<file path="config.mk">
export PLATFORM = sky130hd
export DESIGN_NAME = blw_line_writer
export DESIGN_NICKNAME = d
export VERILOG_FILES = /design/src/rtl/blw_pkg.sv /design/src/rtl/blw_rst_sync.sv /design/src/rtl/blw_seq.sv /design/src/rtl/blw_addr_step.sv /design/src/rtl/blw_data_sel.sv /design/src/rtl/blw_line_writer.sv
export SDC_FILE = /design/constraint.sdc
export NUM_CORES = 1
export LEC_CHECK = 0
export BUFFER_PORTS_ARGS = -buffer_cell sky130_fd_sc_hd__buf_2
export CAP_MARGIN = 20
export CORE_MARGIN = 10
export CORE_UTILIZATION = 51
export DETAILED_ROUTE_END_ITERATION = 6
export GPL_TIMING_DRIVEN = 1
export PLACE_DENSITY = 0.8
export SLEW_MARGIN = 0
export SYNTH_ARGS = -nofsm -noshare
export SYNTH_HDL_FRONTEND = slang
export SYNTH_SLANG_ARGS = --single-unit
</file>
<file path="constraint.sdc">
create_clock -name clk -period 6.68 [get_ports clk]
set_input_delay 1.336 -clock clk [delete_from_list [all_inputs] [get_ports clk]]
set_output_delay 1.336 -clock clk [all_outputs]
set_load 0.02 [all_outputs]
</file>
<file path="src/rtl/blw_pkg.sv">
package blw_pkg;

  typedef enum logic [1:0] {
    ST_IDLE  = 2'b00,
    ST_SETUP = 2'b01,
    ST_ACK   = 2'b10
  } blw_phase_e;

  localparam logic [1:0] SIZ_LONG = 2'b00;

endpackage

</file>
<file path="src/rtl/blw_rst_sync.sv">
module blw_rst_sync (
  input  logic clk,
  input  logic rst_n,
  output logic rst_ni
);

  logic [1:0] sync_q;

  // assertion is immediate, release is aligned to clk
  always_ff @(posedge clk or negedge rst_n) begin
    if (!rst_n) sync_q <= 2'b00;
    else        sync_q <= {sync_q[0], 1'b1};
  end

  assign rst_ni = sync_q[1];

endmodule

</file>
<file path="src/rtl/blw_seq.sv">
module blw_seq
  import blw_pkg::*;
#(
  parameter int BEATS  = 4,
  localparam int BEAT_W = (BEATS > 1) ? $clog2(BEATS) : 1
) (
  input  logic              clk,
  input  logic              rst_ni,
  input  logic              start_i,
  input  logic              ack_i,
  output blw_phase_e        phase_o,
  output logic [BEAT_W-1:0] beat_o,
  output logic              last_o
);

  localparam logic [BEAT_W-1:0] LAST_BEAT = BEAT_W'(BEATS - 1);

  blw_phase_e        phase_q, phase_d;
  logic [BEAT_W-1:0] beat_q,  beat_d;
  logic              phase_en, beat_en;
  logic              is_last;

  assign is_last = (beat_q == LAST_BEAT);

  // next-state logic
  always_comb begin
    phase_d  = phase_q;
    beat_d   = beat_q;
    phase_en = 1'b0;
    beat_en  = 1'b0;
    unique case (phase_q)
      ST_IDLE: begin
        if (start_i) begin
          phase_d  = ST_SETUP;
          phase_en = 1'b1;
          beat_d   = '0;
          beat_en  = 1'b1;
        end
      end
      ST_SETUP: begin
        phase_d  = ST_ACK;
        phase_en = 1'b1;
      end
      ST_ACK: begin
        if (ack_i) begin
          phase_en = 1'b1;
          if (is_last) begin
            phase_d = ST_IDLE;
          end else begin
            phase_d = ST_SETUP;
            beat_d  = beat_q + 1'b1;
            beat_en = 1'b1;
          end
        end
      end
      default: begin
        phase_d  = ST_IDLE;
        phase_en = 1'b1;
      end
    endcase
  end

  // state registers
  always_ff @(posedge clk or negedge rst_ni) begin
    if (!rst_ni) begin
      phase_q <= ST_IDLE;
    end else if (phase_en) begin
      phase_q <= phase_d;
    end
  end

  always_ff @(posedge clk or negedge rst_ni) begin
    if (!rst_ni) begin
      beat_q <= '0;
    end else if (beat_en) begin
      beat_q <= beat_d;
    end
  end

  assign phase_o = phase_q;
  assign beat_o  = beat_q;
  assign last_o  = is_last;

endmodule

</file>
<file path="src/rtl/blw_addr_step.sv">
module blw_addr_step #(
  parameter int ADDR_W = 32,
  parameter int OFF_W  = 2,
  parameter int BEAT_W = 2,
  localparam int LINE_W = ADDR_W - OFF_W - BEAT_W
) (
  input  logic              clk,
  input  logic              rst_ni,
  input  logic              load_i,
  input  logic [ADDR_W-1:0] line_addr_i,
  input  logic              step_i,
  output logic [ADDR_W-1:0] addr_o
);

  logic [LINE_W-1:0] line_q, line_d;
  logic [BEAT_W-1:0] word_q, word_d;
  logic              line_en, word_en;

  always_comb begin
    line_d  = line_addr_i[ADDR_W-1 -: LINE_W];
    line_en = load_i;
    word_en = load_i | step_i;
    if (load_i) word_d = '0;
    else        word_d = word_q + 1'b1;   // wraps at the line boundary
  end

  always_ff @(posedge clk or negedge rst_ni) begin
    if (!rst_ni) begin
      line_q <= '0;
    end else if (line_en) begin
      line_q <= line_d;
    end
  end

  always_ff @(posedge clk or negedge rst_ni) begin
    if (!rst_ni) begin
      word_q <= '0;
    end else if (word_en) begin
      word_q <= word_d;
    end
  end

  assign addr_o = {line_q, word_q, {OFF_W{1'b0}}};

endmodule

</file>
<file path="src/rtl/blw_data_sel.sv">
module blw_data_sel #(
  parameter int DATA_W = 32,
  parameter int BEATS  = 4,
  localparam int BEAT_W = (BEATS > 1) ? $clog2(BEATS) : 1
) (
  input  logic                    clk,
  input  logic                    rst_ni,
  input  logic                    load_i,
  input  logic [BEATS*DATA_W-1:0] words_i,
  input  logic [BEAT_W-1:0]       sel_i,
  output logic [DATA_W-1:0]       word_o
);

  logic [DATA_W-1:0] word_q [BEATS];

  for (genvar g = 0; g < BEATS; g++) begin : g_word
    always_ff @(posedge clk or negedge rst_ni) begin
      if (!rst_ni) begin
        word_q[g] <= '0;
      end else if (load_i) begin
        word_q[g] <= words_i[g*DATA_W +: DATA_W];
      end
    end
  end

  always_comb begin
    word_o = word_q[0];
    for (int i = 0; i < BEATS; i++) begin
      if (sel_i == BEAT_W'(i)) word_o = word_q[i];
    end
  end

endmodule

</file>
<file path="src/rtl/blw_line_writer.sv">
module blw_line_writer
  import blw_pkg::*;
#(
  parameter int ADDR_W = 32,
  parameter int DATA_W = 32,
  parameter int BEATS  = 4,
  localparam int BEAT_W = (BEATS > 1) ? $clog2(BEATS) : 1,
  localparam int OFF_W  = $clog2(DATA_W / 8)
) (
  input  logic                    clk,
  input  logic                    rst_n,
  input  logic                    req_valid_i,
  input  logic [ADDR_W-1:0]       req_addr_i,
  input  logic [BEATS*DATA_W-1:0] req_data_i,
  input  logic                    req_lock_i,
  output logic                    busy_o,
  input  logic                    ack_i,
  input  logic                    cla_i,
  output logic [ADDR_W-1:0]       addr_o,
  output logic [1:0]              siz_o,
  output logic                    ts_o,
  output logic                    tip_o,
  output logic                    lock_o,
  output logic                    lock_end_o,
  output logic [DATA_W-1:0]       data_o,
  output logic                    data_oe_o
);

  logic              rst_ni;
  blw_phase_e        phase;
  logic [BEAT_W-1:0] beat;
  logic              last_beat;
  logic              running;
  logic              take;
  logic              step;
  logic              lock_q;
  logic [DATA_W-1:0] cur_word;

  blw_rst_sync u_rst (
    .clk    (clk),
    .rst_n  (rst_n),
    .rst_ni (rst_ni)
  );

  assign running = (phase != ST_IDLE);
  assign take    = req_valid_i & ~running;
  assign step    = running & cla_i;

  blw_seq #(.BEATS(BEATS)) u_seq (
    .clk     (clk),
    .rst_ni  (rst_ni),
    .start_i (take),
    .ack_i   (ack_i),
    .phase_o (phase),
    .beat_o  (beat),
    .last_o  (last_beat)
  );

  blw_addr_step #(
    .ADDR_W (ADDR_W),
    .OFF_W  (OFF_W),
    .BEAT_W (BEAT_W)
  ) u_addr (
    .clk         (clk),
    .rst_ni      (rst_ni),
    .load_i      (take),
    .line_addr_i (req_addr_i),
    .step_i      (step),
    .addr_o      (addr_o)
  );

  blw_data_sel #(
    .DATA_W (DATA_W),
    .BEATS  (BEATS)
  ) u_data (
    .clk     (clk),
    .rst_ni  (rst_ni),
    .load_i  (take),
    .words_i (req_data_i),
    .sel_i   (beat),
    .word_o  (cur_word)
  );

  always_ff @(posedge clk or negedge rst_ni) begin
    if (!rst_ni) begin
      lock_q <= 1'b0;
    end else if (take) begin
      lock_q <= req_lock_i;
    end
  end

  assign busy_o     = running;
  assign tip_o      = running;
  assign ts_o       = (phase == ST_SETUP) && (beat == '0);
  assign siz_o      = SIZ_LONG;
  assign data_oe_o  = running;
  assign data_o     = running ? cur_word : '0;
  assign lock_o     = running & lock_q;
  assign lock_end_o = running & lock_q & last_beat;

endmodule

</file>
# Yosys cells after proc, flatten, opt, wreduce, memory -nomap -nowiden
# Index checks and enable logic that the tools add are counted.
[op_classes]
n_addsub = 2
eq_ne = 8
muxes = 19
bitwise_logic = 6
reduce_logical = 7
[op_table]
columns = ["operator", "n"]
rows = [
  ["$mux W32", 4],
  ["$mux W2", 6],
  ["$eq A2 B2 Y1 const B", 3],
  ["$pmux W2 S3", 1],
  ["$mux W1", 5],
  ["$reduce_and A5 Y1", 1],
  ["$add A2 B1 Y2 const B", 2],
  ["$and A1 B1 Y1", 4],
  ["$eq A2 B1 Y1 const B", 2],
  ["$logic_not A2 Y1", 2],
  ["$ne A2 B2 Y1 const B", 2],
  ["$pmux W1 S2", 2],
  ["$pmux W2 S2", 1],
  ["$reduce_bool A2 Y1", 2],
  ["$reduce_and A3 Y1", 1],
  ["$ne A2 B1 Y1 const B", 1],
  ["$logic_and A1 B1 Y1", 1],
  ["$not A1 Y1", 1],
  ["$or A1 B1 Y1", 1],
]
[totals]
register_bits = 165
in_bits = 166
out_inout_bits = 72
wordCells = 52

# Longest topological paths before layout
# Gate-level depths: netlist of the first run.
[depth]
ltp_word = 6
depth_mapped = 7
ltp_nobuf = 5

# Cells and area by module
# A second synthesis of the first run with hierarchy kept.
[unflattened]
hier_cells = 447
hier_area_um2 = 7508.5
[by_module_without_submodules]
columns = ["module", "n_inst", "cells_per_inst", "area_each_um2", "seq_area_each_um2"]
rows = [
  ["blw_data_sel", 1, 309, 5556.6, 3203.1],
  ["blw_addr_step", 1, 69, 1258.7, 750.7],
  ["blw_line_writer", 1, 49, 414.1, 25.0],
  ["blw_seq", 1, 17, 225.2, 100.1],
  ["blw_rst_sync", 1, 3, 53.8, 50.0],
]

# Worst setup path before layout of the first run
# Ideal clock, no wire load.
[synth_path]
kind = "register -> output"
startpoint = "reg u_seq.beat_q[1] (netlist: u_seq.beat_o[1])"
endpoint = "out data_o[30]"
arrival_time_ns = 1.983
required_time_ns = 5.344
slack_ns = 3.361
stages_incl_launch_ff = 6
n_path_buf = 1
path_cell_list = "dfrtp_1 inv_1 ha_1 clkbuf_1 mux2i_1 a2111oi_0"
[synth_between]
elab_chain_len = 5
word_cells_on_any_way = 7
cone_classes = "3 x eq/ne; 4 x mux"
[synth_lines]
columns = ["element", "line", "text"]
rows = [
  ["start, declared", "blw_seq.sv:19", "logic [BEAT_W-1:0] beat_q, beat_d;"],
  ["start signal, assigned", "blw_seq.sv:76", "beat_q <= beat_d;"],
  ["$eq A2 B1 Y1", "blw_data_sel.sv:29", "if (sel_i == BEAT_W'(i)) word_o = word_q[i];"],
  ["$mux W32 (2 in series)", "blw_data_sel.sv:29", ""],
  ["$mux W32 (*)", "blw_data_sel.sv:29", ""],
  ["$mux W32 (*)", "blw_line_writer.sv:97", "assign data_o = running ? cur_word : '0;"],
  ["end, declared", "blw_line_writer.sv:25", "output logic [DATA_W-1:0] data_o,"],
]
# Every way passes the cells marked *; elsewhere a longest branch is shown, timed or not.

# Final worst setup path of the first run
[layout_path]
startpoint = "reg u_seq.beat_q[0] (netlist: u_seq.beat_o[0])"
endpoint = "out data_o[30]"
# Same word-level chain as after synthesis.

==> results by group, run 1 <==
Detailed routing
  – Final WL: 19,660 um
  – Drt wl/cell: 21.46 um
  – DRT Pass-1 Iters: 4
  – Via/cell ratio: 5.457
  – DRC: 0
  – Initial DRC count: 247
  – DR vias: 4,999
  – Antenna Violating Nets Remaining: 0

Finish
  – # fillers: 1,077
  – Most common cell after layout, fill and taps aside: buf_2
  – Fraction of layout cells with a size suffix above 1: 59.18%
  – Final net count: 887
  – Finished Cell Area: 0.009428 mm^2
  – Commonest cells after routing, fill and taps aside: buf_2 (229), dfrtp_1 (164), mux2_4 (108)
  – Area grow syn2layout: 24.07%

Yosys
  – Synth warn: 0
  – Seq/Total Area, Yosys: 54.34%
  – Cell taking the most area after synthesis: dfrtp_1
  – Synthesized area: 0.007599 mm^2
  – Flops & latches, synth: 165
  – Synth unique cells: 29
  – Ranking of synthesized cells by area: dfrtp_1 (54%), mux2_4 (21%), mux2_2 (7.3%), mux2i_1 (4.3%), a211oi_1 (3.1%)
  – Cells after Synth: 498
  – Share of the synthesized area in the top cell type: 54.34%
  – Syn_area_per_cell: 15.26 um^2

STA
  – RSZ-0062 raised after global routing: no
  – Tcrit/Tclk final: 65.41%
  – Hold Vio Cnt, Final: 0
  – Slew @ Worst Pin: 998.5 ps
  – Rel. slew slack: 33.27%
  – Clock Skew: 7.094 ps
  – Setup tns final: 0 ps
  – Max Freq: 0.2289 GHz
  – Final setup fails: 0
  – Period minus WS final: 4369 ps
  – Worst Setup Slack, final: 2311 ps
  – Max-slew violation count: 0

Floorplanning
  – # rows: 44
  – Die H: 142.1 um
  – Num ports: 238
  – Die area: 0.02018 mm^2
  – Die Wd: 142.1 um
  – Core ar.: 0.01459 mm^2
  – Initial core utilization: 52.08%

Placed design
  – Placed Area: 0.008787 mm^2
  – Pre-CTS WS: 2773 ps
  – Port bufs: 229
  – DP HPWL: 14,070 um
  – Placer Congestion: 0.8200

Critical path
  – Setup crit start kind: flop
  – Worst Path Arrival: 3030 ps
  – R2R depth: 3
  – FF-to-FF End: u_data.word_q[14]$_DFFE_PN0P_
  – CP Class: flop to primary output
  – Nature of the critical path endpoint: primary output
  – Worst Path Max Fanout: 17
  – Reg-to-reg slack, setup: 4180 ps
  – Critical Path RT: 5340 ps
  – Worst r2r src: u_seq.phase_o[0]$_DFFE_PN0P_

Clocking
  – Post-CTS sizing: 0
  – Clk Latency, worst-skew pair: 420 ps
  – Clk sinks: 165
  – Max clock buf depth: 2
  – CTS buffer count: 17
  – Hold_buf cts: 0
  – Root buffer cell: clkbuf_16
  – CTS tree: yes
  – Clock Pin Slew Worst Setup and Hold Paths: 70 ps
  – Postcts setup bufs: 0
  – H-tree levels: 4

Global route
  – Global-route wire length before repair: 30,590 um
  – GR Util met2: 32.99%
  – GRT met3 Usage: 5.674%
  – GR Util met1: 22.29%
  – GRT Max-Usage Layer: met2
  – Largest net degree at the start of global routing: 85
  – Vias in the first global route: 5,631
  – Initial antenna violation count: 2
  – Grt ovf: 0
  – Gr usage total: 19.15%

Job
  – Number of max-cap violations: 0

Power
  – PD cells: 544.6 mW/mm^2
  – Leak: 4.719 nW
  – Peak supply drop: 374.0 uV
  – Total chip power: 5.135 mW

Hold path
  – Worst hold path type: flop to async pin

Outcome
  – Status: completed
-- worst max path at each step --
stage	depth (start not counted)	from	endpoint
floorplan	0	u_rst.sync_q[1]$_DFF_PN0_	lock_q$_DFFE_PN0P_
global placement	6	u_seq.beat_o[0]$_DFFE_PN0P_	data_o[0]
detailed placement	6	u_seq.beat_o[0]$_DFFE_PN0P_	data_o[30]
CTS	6	u_seq.beat_o[0]$_DFFE_PN0P_	data_o[30]
global route	6	u_seq.beat_o[0]$_DFFE_PN0P_	data_o[30]
finish	6	u_seq.beat_o[0]$_DFFE_PN0P_	data_o[30]
-- through the flow --
stage	instances	hold slack, ps	util (%)
global route	916	282.5	64.62
CTS	912	349.5	64.21
global placement	879	335.1	60.09
floorplan	501	331.2	-
detailed placement	880	334.7	60.23
finish	916	252.6	64.62
-- layout make-up --
type / instances / area [um^2] / area share [%]
Antenna cell: 2 / 5.005 / 0.05309
Clock buffer: 18 / 439.2 / 4.658
Clock inverter: 14 / 141.4 / 1.500
Inverter: 5 / 18.77 / 0.1991
Multi-Input combinational cell: 290 / 3182 / 33.75
Sequential cell: 165 / 4133 / 43.84
Tap cell: 184 / 230.2 / 2.442
Timing Repair Buffer: 238 / 1279 / 13.56
-- per-layer routing --
layer  vias up  wire [um]
met4         0        420
met5         -          0
met2       157      10430
met1      2563       7686
li1       2255          -
met3        24       1120
-- synth_stat cells (all sizes together) --
library cell / number
a2111oi: 1
a211oi: 31
a21oi: 2
and2: 1
and3: 2
buf: 28
clkbuf: 13
conb: 2
dfrtp: 165
ha: 4
inv: 5
mux2: 157
mux2i: 33
nand2: 3
nand2b: 3
nand3: 1
nor2: 4
nor3b: 1
nor4bb: 1
o211ai: 1
o21ai: 6
o21bai: 1
o22ai: 31
or3b: 1
xor2: 1
-- where the power goes --
part | internal [mW] | leakage [nW] | switching (mW)
Clock | 0.534 | 0.278 | 0.426
Sequential | 1.51 | 1.94 | 0.314
Combinational | 1.18 | 2.50 | 1.18
-- cells by family (layout without fill, tap and decap cells) --
group	Yosys count	count (layout)	share of synthesized area (%)
adders and majority gates	4	4	0.6587
buffers and inverters	46	275	4.133
DFF	165	165	54.34
xor gates and xnor gates	1	1	0.1153
and+or+nand+nor	17	17	1.251
muxes	190	190	32.95
other	2	7	0.09883
AOI/OAI and AO/OA	73	73	6.455
-- worst max-delay path, stage by stage (launching register included) --
cell	delay, ps
dfrtp_1	430
ha_1	330
inv_1	560
buf_4	360
nor2_1	70
a2111oi_0	560
buf_2	280
-- registers in the layout, indices dropped and copies added, names as in the netlist --
register / count
u_seq.phase_o: 2
lock_q: 1
u_addr.word_q: 2
u_data.word_q: 128
u_rst.sync_q: 2
u_addr.line_q: 28
u_seq.beat_o: 2
Note: power is estimated with default switching activity, not from simulation.
==> inputs of run 2 (changes only) <==
--- a/config.mk
+++ b/config.mk
@@ -8,10 +8,10 @@
 export BUFFER_PORTS_ARGS = -buffer_cell sky130_fd_sc_hd__buf_2
 export CAP_MARGIN = 20
 export CORE_MARGIN = 10
-export CORE_UTILIZATION = 51
+export CORE_UTILIZATION = 46
 export DETAILED_ROUTE_END_ITERATION = 6
 export GPL_TIMING_DRIVEN = 1
-export PLACE_DENSITY = 0.8
+export PLACE_DENSITY = 0.76
 export SLEW_MARGIN = 0
 export SYNTH_ARGS = -nofsm -noshare
 export SYNTH_HDL_FRONTEND = slang
==> constraint.sdc (replaced) <==
create_clock -name clk -period 3.8 [get_ports clk]
set_input_delay 0.76 -clock clk [delete_from_list [all_inputs] [get_ports clk]]
set_output_delay 0.76 -clock clk [all_outputs]
set_load 0.02 [all_outputs]
==> run 2 against run 1 <==
Compared with the run above:
- clock-buffer cell count grew 3
- worst setup slack got worse by 1900 ps
- cell count grew 3.3%
- first-iteration DRC count fell by 7.7%
- sequential power rose by 76%
- cell area up 0.24%
- clock power up 72%
- register-to-register slack worse by 2300 ps
- sequential share of layout area shrank 0.10 points
- global-route usage decreased by 1.3 points
- core utilization shrank 5.8 points
- sequential cell count is the same
- critical endpoint is now data_o[14]
- highest routed layer unchanged
==> results by group, run 2 (synthesized netlist as in run 1, its figures left out) <==
Outcome
  – Status: completed (unchanged)

Critical path
  – CP Class: flop to primary output (unchanged)
  – Worst path bufs/invs: 3 (unchanged)
  – Worst Path Max Fanout: 18 (was 17)
  – Setup crit start kind: flop (unchanged)
  – Critical path's top delay family: buffers and inverters (unchanged)
  – CP max stage delay: 530 ps (was 560 ps)
  – Critical Path RT: 3040 ps (was 5340 ps)
  – Nature of the critical path endpoint: primary output (unchanged)
  – Worst Path Arrival: 2640 ps (was 3030 ps)
  – CP cell instances: ha_1, inv_1, buf_12, o22ai_1, a211oi_1, buf_2 (was ha_1, inv_1, buf_4, nor2_1, a2111oi_0, buf_2)
  – Slowest-stage cell, CP: inv_1 (unchanged)

Placed design
  – Inst Count DP: 913 (was 880)
  – Port bufs: 229 (unchanged)
  – Placed Area: 0.008877 mm^2 (was 0.008787 mm^2)
  – DP HPWL: 14,070 um (about the same)
  – Placer Congestion: 0.8049 (was 0.8200)

STA
  – Setup tns final: 0 ps (unchanged)
  – Rel. slew slack: 30.44% (was 33.27%)
  – Tcrit/Tclk final: 89.38%
  – Period minus WS final: 3397 ps
  – Clock Skew: 8.557 ps (was 7.094 ps)
  – Final setup fails: 0 (unchanged)
  – Hold Vio Cnt, Final: 0 (unchanged)
  – Max Freq: 0.2944 GHz
  – Slew @ Worst Pin: 1041 ps (was 998.5 ps)
  – Max-slew violation count: 0 (unchanged)
  – RSZ-0062 raised after global routing: no (unchanged)

Clocking
  – Max clock buf depth: 2 (unchanged)
  – Clk Latency, worst-skew pair: 420 ps (about the same)
  – Clock Pin Slew Worst Setup and Hold Paths: 60 ps (was 70 ps)
  – Clk sinks: 165 (unchanged)
  – Root buffer cell: clkbuf_16 (unchanged)
  – H-tree levels: 4 (unchanged)
  – Post-CTS sizing: 0 (unchanged)
  – Hold_buf cts: 0 (unchanged)
  – CTS tree: yes (unchanged)
  – Postcts setup bufs: 0 (unchanged)
  – CTS buffer count: 17 (unchanged)

Finish
  – Largest reg by FF count: u_data.word_q (unchanged)
  – Cell Count, Final, Fillers Out: 946 (was 916)
  – Final net count: 886 (was 887)
  – Biggest regs: u_data.word_q x128, u_addr.line_q x28 (unchanged)
  – Fraction of layout cells with a size suffix above 1: 58.98% (was 59.18%)
  – Most common cell after layout, fill and taps aside: buf_2 (unchanged)
  – Max reg flops: 128 (unchanged)
  – Area grow syn2layout: 24.37% (was 24.07%)
  – Finished Cell Area: 0.009450 mm^2 (was 0.009428 mm^2)
  – Commonest cells after routing, fill and taps aside: buf_2 (229), dfrtp_1 (164), mux2_4 (108) (unchanged)

Global route
  – Vias in the first global route: 5,702 (was 5,631)
  – Grt ovf: 0 (unchanged)
  – Global-route wire length before repair: 31,220 um (was 30,590 um)
  – Gr usage total: 17.86% (was 19.15%)
  – Largest net degree at the start of global routing: 79 (was 85)
  – Initial antenna violation count: 1 (was 2)

Job
  – Number of max-cap violations: 0 (unchanged)

Detailed routing
  – DR vias: 4,922 (was 4,999)
  – Initial DRC count: 228 (was 247)
  – DRT Pass-1 Iters: 4 (unchanged)
  – DRC: 0 (unchanged)
  – Via/cell ratio: 5.203 (was 5.457)
  – Final WL: 19,730 um (was 19,660 um)
  – Antenna Violating Nets Remaining: 0 (unchanged)
  – Drt wl/cell: 20.86 um (was 21.46 um)

Power
  – Peak supply drop: 425.6 uV (was 374.0 uV)
  – Leak: 4.719 nW (about the same)
  – PD cells: 952.2 mW/mm^2 (was 544.6 mW/mm^2)

Hold path
  – Worst hold path type: primary input to async pin (was flop to async pin)

Floorplanning
  – Die H: 148.5 um (was 142.1 um)
  – Die area: 0.02206 mm^2 (was 0.02018 mm^2)
  – Die Wd: 148.5 um (was 142.1 um)
  – Core ar.: 0.01606 mm^2 (was 0.01459 mm^2)
  – Initial core utilization: 47.32% (was 52.08%)
  – # rows: 46 (was 44)
  – Num ports: 238 (unchanged)
-- run 2: report_power, final --
part           internal (mW)  switching (mW)
sequential              2.65           0.560
clock                  0.956           0.695
combinational           2.08            2.06
-- run 2: final timing paths --
kind / startpoint / to / slack [ps] / cells after the start
max: u_seq.beat_o[0]$_DFFE_PN0P_ / data_o[14] / 400 / 6
min: rst_n / u_rst.sync_q[1]$_DFF_PN0_ / 120 / 1
max reg2reg: u_seq.phase_o[0]$_DFFE_PN0P_ / u_data.word_q[13]$_DFFE_PN0P_ / 1850 / 3
min reg2reg: u_rst.sync_q[0]$_DFF_PN0_ / u_rst.sync_q[1]$_DFF_PN0_ / 360 / 0
max in group asynchronous: u_rst.sync_q[1]$_DFF_PN0_ / u_data.word_q[102]$_DFFE_PN0P_ / 2360 / 1
min in group clk: u_rst.sync_q[0]$_DFF_PN0_ / u_rst.sync_q[1]$_DFF_PN0_ / 360 / 0
-- run 2: stage by stage --
stage                     power, mW  util, %  setup WS, ps  hold WS (ps)
after global routing          9.537    58.84         202.0         93.98
final                         8.998    58.85         403.5         117.6
after floorplan               6.226        -          1057         331.1
after detailed placement      7.382    55.28         850.6         345.0
after global placement        7.194    55.28         909.8         339.5
after CTS                     9.079    58.84         376.3         98.44
-- run 2: cell type report --
class,count,area [um^2]
Clock buffer,21,470.5
Fill cell,1291,6608
Antenna cell,1,2.502
Multi-Input combinational cell,290,3187
Tap cell,216,270.3
Timing Repair Buffer,237,1269
Inverter,5,18.77
Sequential cell,165,4133
Clock inverter,11,100.1
-- run 2: layer usage --
metal  GRT usage [%]  wire, um  vias to the layer above
met4           5.500       257                        0
met1           20.37      7948                     2503
met3           5.552      1192                       20
met2           31.23     10330                      148
met5               0         0                        -
li1                -         -                     2251
